===== config.mk =====
export PLATFORM = sky130hd
export DESIGN_NAME = clk_branch_gate
export DESIGN_NICKNAME = d
export VERILOG_FILES = /design/src/rtl/cbg_pkg.sv /design/src/rtl/cbg_enable_merge.sv /design/src/rtl/cbg_sync_delay.sv /design/src/rtl/cbg_regs.sv /design/src/rtl/clk_branch_gate.sv
export SDC_FILE = /design/constraint.sdc
export NUM_CORES = 1
export LEC_CHECK = 0
export ABC_AREA = 1
export BUFFER_PORTS_ARGS = -buffer_cell sky130_fd_sc_hd__buf_4
export CORE_MARGIN = 1.5
export CORE_UTILIZATION = 33
export CTS_CLUSTER_DIAMETER = 30
export CTS_CLUSTER_SIZE = 14
export DETAILED_ROUTE_END_ITERATION = 6
export PLACE_DENSITY = 0.76
export SLEW_MARGIN = 20
export SYNTH_ARGS = -nofsm -noshare
export SYNTH_HDL_FRONTEND = slang
export SYNTH_SLANG_ARGS = --single-unit

===== constraint.sdc =====
create_clock -name clk_i -period 1.09 [get_ports clk_i]
set_clock_uncertainty 0.15 [all_clocks]
set_input_delay 0.218 -clock clk_i [delete_from_list [all_inputs] [get_ports clk_i]]
set_output_delay 0.218 -clock clk_i [all_outputs]
set_load 0.02 [all_outputs]

===== src/rtl/cbg_pkg.sv =====
`timescale 1ns/1ps
package cbg_pkg;
  localparam int ADDR_W = 2;

  typedef enum logic [ADDR_W-1:0] {
    CBG_CTRL   = 2'd0,
    CBG_VOTE   = 2'd1,
    CBG_BLKRST = 2'd2,
    CBG_MISC   = 2'd3
  } cbg_addr_e;
endpackage


===== src/rtl/cbg_enable_merge.sv =====
`timescale 1ns/1ps
module cbg_enable_merge #(
  parameter int NUM_VOTES = 4
) (
  input  logic                 en_i,
  input  logic [NUM_VOTES-1:0] vote_i,
  input  logic [NUM_VOTES-1:0] mask_i,
  output logic                 eff_o
);
  logic [NUM_VOTES-1:0] vote_pass;

  assign vote_pass = vote_i & mask_i;
  assign eff_o     = en_i | (|vote_pass);
endmodule


===== src/rtl/cbg_sync_delay.sv =====
`timescale 1ns/1ps
module cbg_sync_delay #(
  parameter int STAGES = 4
) (
  input  logic clk_i,
  input  logic rst_ni,
  input  logic d_i,
  output logic q_o
);
  logic [STAGES-1:0] pipe_q;

  for (genvar g = 0; g < STAGES; g++) begin : g_stage
    if (g == 0) begin : g_head
      always_ff @(posedge clk_i or negedge rst_ni) begin
        if (!rst_ni) pipe_q[0] <= 1'b0;
        else         pipe_q[0] <= d_i;
      end
    end else begin : g_tail
      always_ff @(posedge clk_i or negedge rst_ni) begin
        if (!rst_ni) pipe_q[g] <= 1'b0;
        else         pipe_q[g] <= pipe_q[g-1];
      end
    end
  end

  assign q_o = pipe_q[STAGES-1];
endmodule


===== src/rtl/cbg_regs.sv =====
`timescale 1ns/1ps
module cbg_regs
  import cbg_pkg::*;
#(
  parameter int DATA_W    = 32,
  parameter int NUM_VOTES = 4
) (
  input  logic                 clk_i,
  input  logic                 rst_ni,
  input  logic                 we_i,
  input  logic [ADDR_W-1:0]    addr_i,
  input  logic [DATA_W-1:0]    wdata_i,
  output logic [DATA_W-1:0]    rdata_o,
  input  logic                 clk_on_i,
  output logic                 en_o,
  output logic [NUM_VOTES-1:0] mask_o,
  output logic                 blk_rst_o,
  output logic                 subsys_rst_o
);
  logic unused_wdata;
  assign unused_wdata = ^wdata_i;

  always_ff @(posedge clk_i or negedge rst_ni) begin
    if (!rst_ni) begin
      en_o         <= 1'b0;
      mask_o       <= '0;
      blk_rst_o    <= 1'b0;
      subsys_rst_o <= 1'b1;
    end else if (we_i) begin
      case (cbg_addr_e'(addr_i))
        CBG_CTRL:   en_o         <= wdata_i[0];
        CBG_VOTE:   mask_o       <= wdata_i[NUM_VOTES-1:0];
        CBG_BLKRST: blk_rst_o    <= wdata_i[0];
        CBG_MISC:   subsys_rst_o <= wdata_i[0];
        default:    ;
      endcase
    end
  end

  // status bit is derived, never stored
  always_comb begin
    rdata_o = '0;
    case (cbg_addr_e'(addr_i))
      CBG_CTRL: begin
        rdata_o[0]        = en_o;
        rdata_o[DATA_W-1] = ~clk_on_i;
      end
      CBG_VOTE:   rdata_o[NUM_VOTES-1:0] = mask_o;
      CBG_BLKRST: rdata_o[0] = blk_rst_o;
      CBG_MISC:   rdata_o[0] = subsys_rst_o;
      default:    ;
    endcase
  end
endmodule


===== src/rtl/clk_branch_gate.sv =====
`timescale 1ns/1ps
module clk_branch_gate
  import cbg_pkg::*;
#(
  parameter int DATA_W      = 32,
  parameter int NUM_VOTES   = 4,
  parameter int SYNC_STAGES = 4
) (
  input  logic                 clk_i,
  input  logic                 rst_ni,
  input  logic                 we_i,
  input  logic [ADDR_W-1:0]    addr_i,
  input  logic [DATA_W-1:0]    wdata_i,
  output logic [DATA_W-1:0]    rdata_o,
  input  logic [NUM_VOTES-1:0] vote_i,
  output logic                 clk_en_o,
  output logic                 blk_rst_o,
  output logic                 subsys_rst_o
);
  logic                 en;
  logic [NUM_VOTES-1:0] mask;
  logic                 eff_en;

  cbg_regs #(
    .DATA_W   (DATA_W),
    .NUM_VOTES(NUM_VOTES)
  ) i_regs (
    .clk_i       (clk_i),
    .rst_ni      (rst_ni),
    .we_i        (we_i),
    .addr_i      (addr_i),
    .wdata_i     (wdata_i),
    .rdata_o     (rdata_o),
    .clk_on_i    (clk_en_o),
    .en_o        (en),
    .mask_o      (mask),
    .blk_rst_o   (blk_rst_o),
    .subsys_rst_o(subsys_rst_o)
  );

  cbg_enable_merge #(
    .NUM_VOTES(NUM_VOTES)
  ) i_merge (
    .en_i  (en),
    .vote_i(vote_i),
    .mask_i(mask),
    .eff_o (eff_en)
  );

  // vote lines are asynchronous; the chain also synchronizes them
  cbg_sync_delay #(
    .STAGES(SYNC_STAGES)
  ) i_delay (
    .clk_i (clk_i),
    .rst_ni(rst_ni),
    .d_i   (eff_en),
    .q_o   (clk_en_o)
  );
endmodule


==> metrics.txt, run 1 <==
met2 WL post-DR 635 um; ant diodes 0; VDD IR max around 0.00093 V; final worst slack -354.0 ps; startpoint types flop; dpl cells 138; fin cells between 100 and 150; total power about 1200 uW; PD cells approximately 1300 nW/um^2; setup TNS -1677 ps; RSZ-0062 raised after global routing true; clock slew at reported path FFs 70 ps; final worst-path cycle share 1.325; Rows 16; Fmax achieved between 0.6 and 0.7 GHz; Cell Chain, Critical Path nand3_2 > nand4_1 > buf_4; uppermost layer routed met3; Worst setup EP type primary output; Syn Inst Count 84; Syn. warnings 0; result of the run complete, but fails checks; initial antenna violation count 0; Reg area 276.5 um^2; largest net degree at the start of global routing 12; y dimension of the die between 40 and 50 um; Setup CP Type flop to primary output; final hold vios 0; CP top delay family flip-flops; core area 1962 um^2; Netlist cell types 16; first-pass GRT wire length between 2000 and 2500 um; TritonCTS clock tree done; post-layout net count roughly 160; multi-input combinational cell area between 200 and 300 um^2; Die ar. around 2400 um^2; CP max-delay cell dfstp_2; Max Root-Sink Buffers 2; Area Growth Syn to Fin 32.73%; most frequent cells in the layout conb_1 (27), buf_4 (26), nand2_1 (19), dfrtp_1 (10), inv_1 (5); main area contributors after synthesis dfrtp_1 (36%), buf_4 (29%), nand2_1 (10%), dfstp_2 (3.8%), nand3_1 (3.6%); share of layout cells above drive strength 1 0.3361; Hold Crit Class primary input to flop; Final Routed Wirelength about 1300 um; Die Wd 48.79 um; hpwl dp approximately 980 um; sequential-to-total area share from yosys stat 0.3996; min cycle time layout between 1000 and 1500 ps; final core utilization 0.4681; htree depth 1; Mapped Area 691.9 um^2; CTS sink count 11; GRT overflow 0; clk_lat worst skew approximately 270 ps; post-route cell area around 900 um^2; Total GRT Usage 0.1144; failing checks setup timing; most common cell after layout, fill and taps aside conb_1; Initial Util 0.3527; Final setup viols 8; Syn Area/Cell just over 8 um^2; I/O pins 76; post-synth top area share 0.3617; leakage approximately 0.0005 uW; crit-path max FO 2; via density per instance between 3 and 4; DRT antenna net count 0; CP arrival 1080 ps; DP Area around 840 um^2; Final Max Slew Viols 0; required time of the critical path 720 ps; TritonRoute pass-1 iters 3; PortBufs 20; synthesized flop and latch total 11; met3 wire length about 140 um; M1 WL slightly below 500 um; max cap viols 0; WL/cell between 8 and 9 um; Root Buffer Master clkbuf_4; dominant cell type by area after synthesis dfrtp_1; CTS Buf Count 3; DRC Markers 0; CP Buf/Inv Count 1; DR iter-0 viols 10; Fillers around 210; CP peak stage delay 540 ps; via count roughly 560; Placer Congestion a little under 0.7; vias in the first global route between 400 and 500
## registers in the layout (all words and copies together) (netlist names)
name / cells
i_regs.mask_o: 4
i_delay.q_o: 1
i_regs.subsys_rst_o: 1
i_regs.en_o: 1
i_regs.blk_rst_o: 1
i_delay.pipe_q: 3
## power by group
group	switching, uW	total [uW]	internal, uW	leakage (uW)
Combinational	239	419	180	0.000360
Sequential	38.0	524	486	0.000128
Clock	138	280	142	0.0000150
## layout make-up
class | count | area share
multi-input combinational | 64 | 0.3106
sequential | 11 | 0.3011
timing repair buffer | 33 | 0.2943
tap | 27 | 0.03678
clock buffer | 4 | 0.02861
inverter | 7 | 0.02861
## synth_stat cells
cell type,n
a21oi_1,1
buf_4,27
buf_6,1
conb_1,1
dfrtp_1,10
dfstp_2,1
inv_1,5
inv_2,2
nand2_1,19
nand3_1,5
nand3_4,1
nand4_1,2
nor2_1,4
nor3_1,1
o21ai_0,3
o21ai_1,1
## metrics by stage
stage | hold WS [ps] | worst slack [ps]
6_report | 9.346 | -354.0
5_1_grt | 0.9218 | -402.1
4_1_cts | 2.603 | -359.9
3_5_place_dp | -87.72 | -84.38
3_3_place_gp | -93.08 | -77.84
2_1_floorplan | -227.6 | -117.4
## timing repair
action | 4_1_cts | 5_1_grt
setup endpoints to repair | 8 | 8
gates resized for setup | 4 | 1
buffers inserted | 1 | 0
hold buffers | 3 | 0
pin swaps | 4 | 0
hold endpoints to repair | 13 | 0
## cells by family (layout without fill, tap and decap cells)
group | count (synthesis) | after routing | share of synthesized area
buffers and inverters | 35 | 44 | 0.3472
AO/OA/AOI/OAI | 5 | 5 | 0.03615
other | 1 | 27 | 0.005420
flip-flops | 11 | 11 | 0.3996
AND/OR/NAND/NOR | 32 | 32 | 0.2116
## metal layers
metal	track usage	vias to the layer above
met2	0.1918	39
met4	0.04286	0
met3	0.05521	0
met5	0	-
met1	0.1245	242
li1	-	276
## worst register-to-register path, delay by kind of cell (launching register included)
kind	cells	cell delay, ps
buf+inv	1	140
simple gates	1	90
compound gates	1	110
flops	1	380
## path summary, 6_finish.rpt
check	to	start	slack, ps	cells after the start
max in group asynchronous	i_regs.subsys_rst_o	rst_ni	410	2
max reg2reg	i_delay.pipe_q[0]	i_regs.en_o	110	3
min	i_regs.mask_o[2]	wdata_i[2]	9	3
min reg2reg	i_delay.q_o	i_delay.pipe_q[2]	200	0
min in group asynchronous	i_regs.blk_rst_o	rst_ni	160	2
max	rdata_o[0]	i_regs.subsys_rst_o	-350	3
(Power assumes the default switching activity.)
==> run 2, diff against run 1 <==
--- a/config.mk
+++ b/config.mk
@@ -17,3 +17,4 @@
 export SYNTH_ARGS = -nofsm -noshare
 export SYNTH_HDL_FRONTEND = slang
 export SYNTH_SLANG_ARGS = --single-unit
+export TNS_END_PERCENT = 1
==> metrics.txt, run 2 (synthesis gave the netlist of run 1 again) <==
met2 WL post-DR 622 um; CTS sink count 11; Final setup viols 8; PD cells roughly 1300 nW/um^2; met3 wire length around 140 um; result of the run complete, but fails checks; CTS Buf Count 3; Die Wd around 49 um; TritonCTS clock tree done; leakage 0.0004969 uW; initial antenna violation count 0; failing checks setup timing; WL/cell about 8.6 um; Post-CTS Setup Bufs 0; first-pass GRT wire length ~2000 um; Largest Register i_regs.mask_o; GRT overflow 0; Max Root-Sink Buffers 2; y dimension of the die around 49 um; hpwl dp roughly 1000 um; share of layout cells above drive strength 1 0.3305; Rows 16; final core utilization 0.4624; max cap viols 0; vias in the first global route between 400 and 500; core area between 1500 and 2000 um^2; clock slew at reported path FFs roughly 70 ps; DRC Markers 0; min cycle time layout approximately 1400 ps; via count 555; Cell Chain, Critical Path nand3_2 > nand4_1 > buf_4; most common cell after layout, fill and taps aside conb_1; CP arrival roughly 1100 ps; largest net degree at the start of global routing 12; final worst-path cycle share 1.325; htree depth 1; Area Growth Syn to Fin 31.10%; Total GRT Usage 0.1137; Placer Congestion about 0.69; Regs by FF count i_regs.mask_o x4, i_delay.pipe_q x3; Fmax achieved ~0.69 GHz; DRT antenna net count 0; Initial Util 0.3527; Final Routed Wirelength 1252 um; CP max-delay cell dfstp_2; CP Buf/Inv Count 1; clk_lat worst skew roughly 270 ps; CP peak stage delay between 500 and 600 ps; Setup CP Type flop to primary output; most frequent cells in the layout conb_1 (27), buf_4 (26), nand2_1 (19), dfrtp_1 (10), inv_1 (5); VDD IR max roughly 0.00092 V; Die ar. between 2000 and 2500 um^2; Final Max Slew Viols 0; Hold Crit Class primary input to flop; startpoint types flop; M1 WL just under 500 um; I/O pins 76; Root Buffer Master clkbuf_4; uppermost layer routed met3; PortBufs 20; CP top delay family flip-flops; ant diodes 0; Worst setup EP type primary output; final hold vios 0; TritonRoute pass-1 iters 2; via density per instance approximately 3.8; crit-path max FO 2; RSZ-0062 raised after global routing true; required time of the critical path about 700 ps; final worst slack -353.9 ps; total power between 1000 and 1500 uW; post-layout net count between 150 and 200; max FFs per register 4; DR iter-0 viols 11
==> run 2: area by class of cell <==
type,instances,area (um^2)
tap,27,33.78
timing repair buffer,32,259.0
fill,213,1055
inverter,7,26.28
multi-input combinational,64,285.3
clock buffer,4,26.28
sequential,11,276.5
==> run 2: metal layers <==
layer / GRT usage / up-vias
met3: 0.05521 / 0
met1: 0.1245 / 242
met2: 0.1895 / 39
li1: - / 274
met4: 0.04286 / 0
met5: 0 / -
==> run 2: timing repair <==
action                                 CTS  global route
setup endpoints to repair                8             8
hold buffers                             3             0
pin swaps                                4             0
endpoints found under the hold margin   13             0
resized for setup                        3             1
==> run 2: through the flow <==
step / hold slack (ps) / cell area, um^2 / setup slack (ps) / instances / TNS [ps]
after floorplan: -227.6 / 799.5 / -117.4 / 110 / -142.4
after global placement: -93.08 / 837.1 / -77.84 / 138 / -186.5
after detailed placement: -87.72 / 837.1 / -84.38 / 138 / -164.9
after CTS: 2.603 / 904.6 / -359.9 / 145 / -1801
after global routing: 0.9218 / 907.1 / -402.1 / 145 / -2097
final: 6.245 / 907.1 / -353.9 / 145 / -1709
==> run 2: where the power goes <==
| group | internal [uW] | switching [uW] | leakage [uW] |
|---|---|---|---|
| combinational | 168 | 235 | 0.000353 |
| sequential | 486 | 38.5 | 0.000128 |
| clock | 142 | 138 | 0.0000150 |
==> run 2: final timing paths <==
| path | from | end | slack (ps) | cells after the start |
|---|---|---|---|---|
| setup / recovery | i_regs.subsys_rst_o | rdata_o[0] | -350 | 3 |
| hold / removal | wdata_i[2] | i_regs.mask_o[2] | 6 | 3 |
| setup reg to reg | i_regs.en_o | i_delay.pipe_q[0] | 110 | 3 |
| hold reg to reg | i_delay.pipe_q[2] | i_delay.q_o | 200 | 0 |
| max in group asynchronous | rst_ni | i_regs.subsys_rst_o | 410 | 2 |
| min in group asynchronous | rst_ni | i_regs.blk_rst_o | 160 | 2 |
==> run 2: tightest hold or removal path: stages <==
cell and delay [ps]:
buf_4 80, nand2_1 50, nand2_1 50
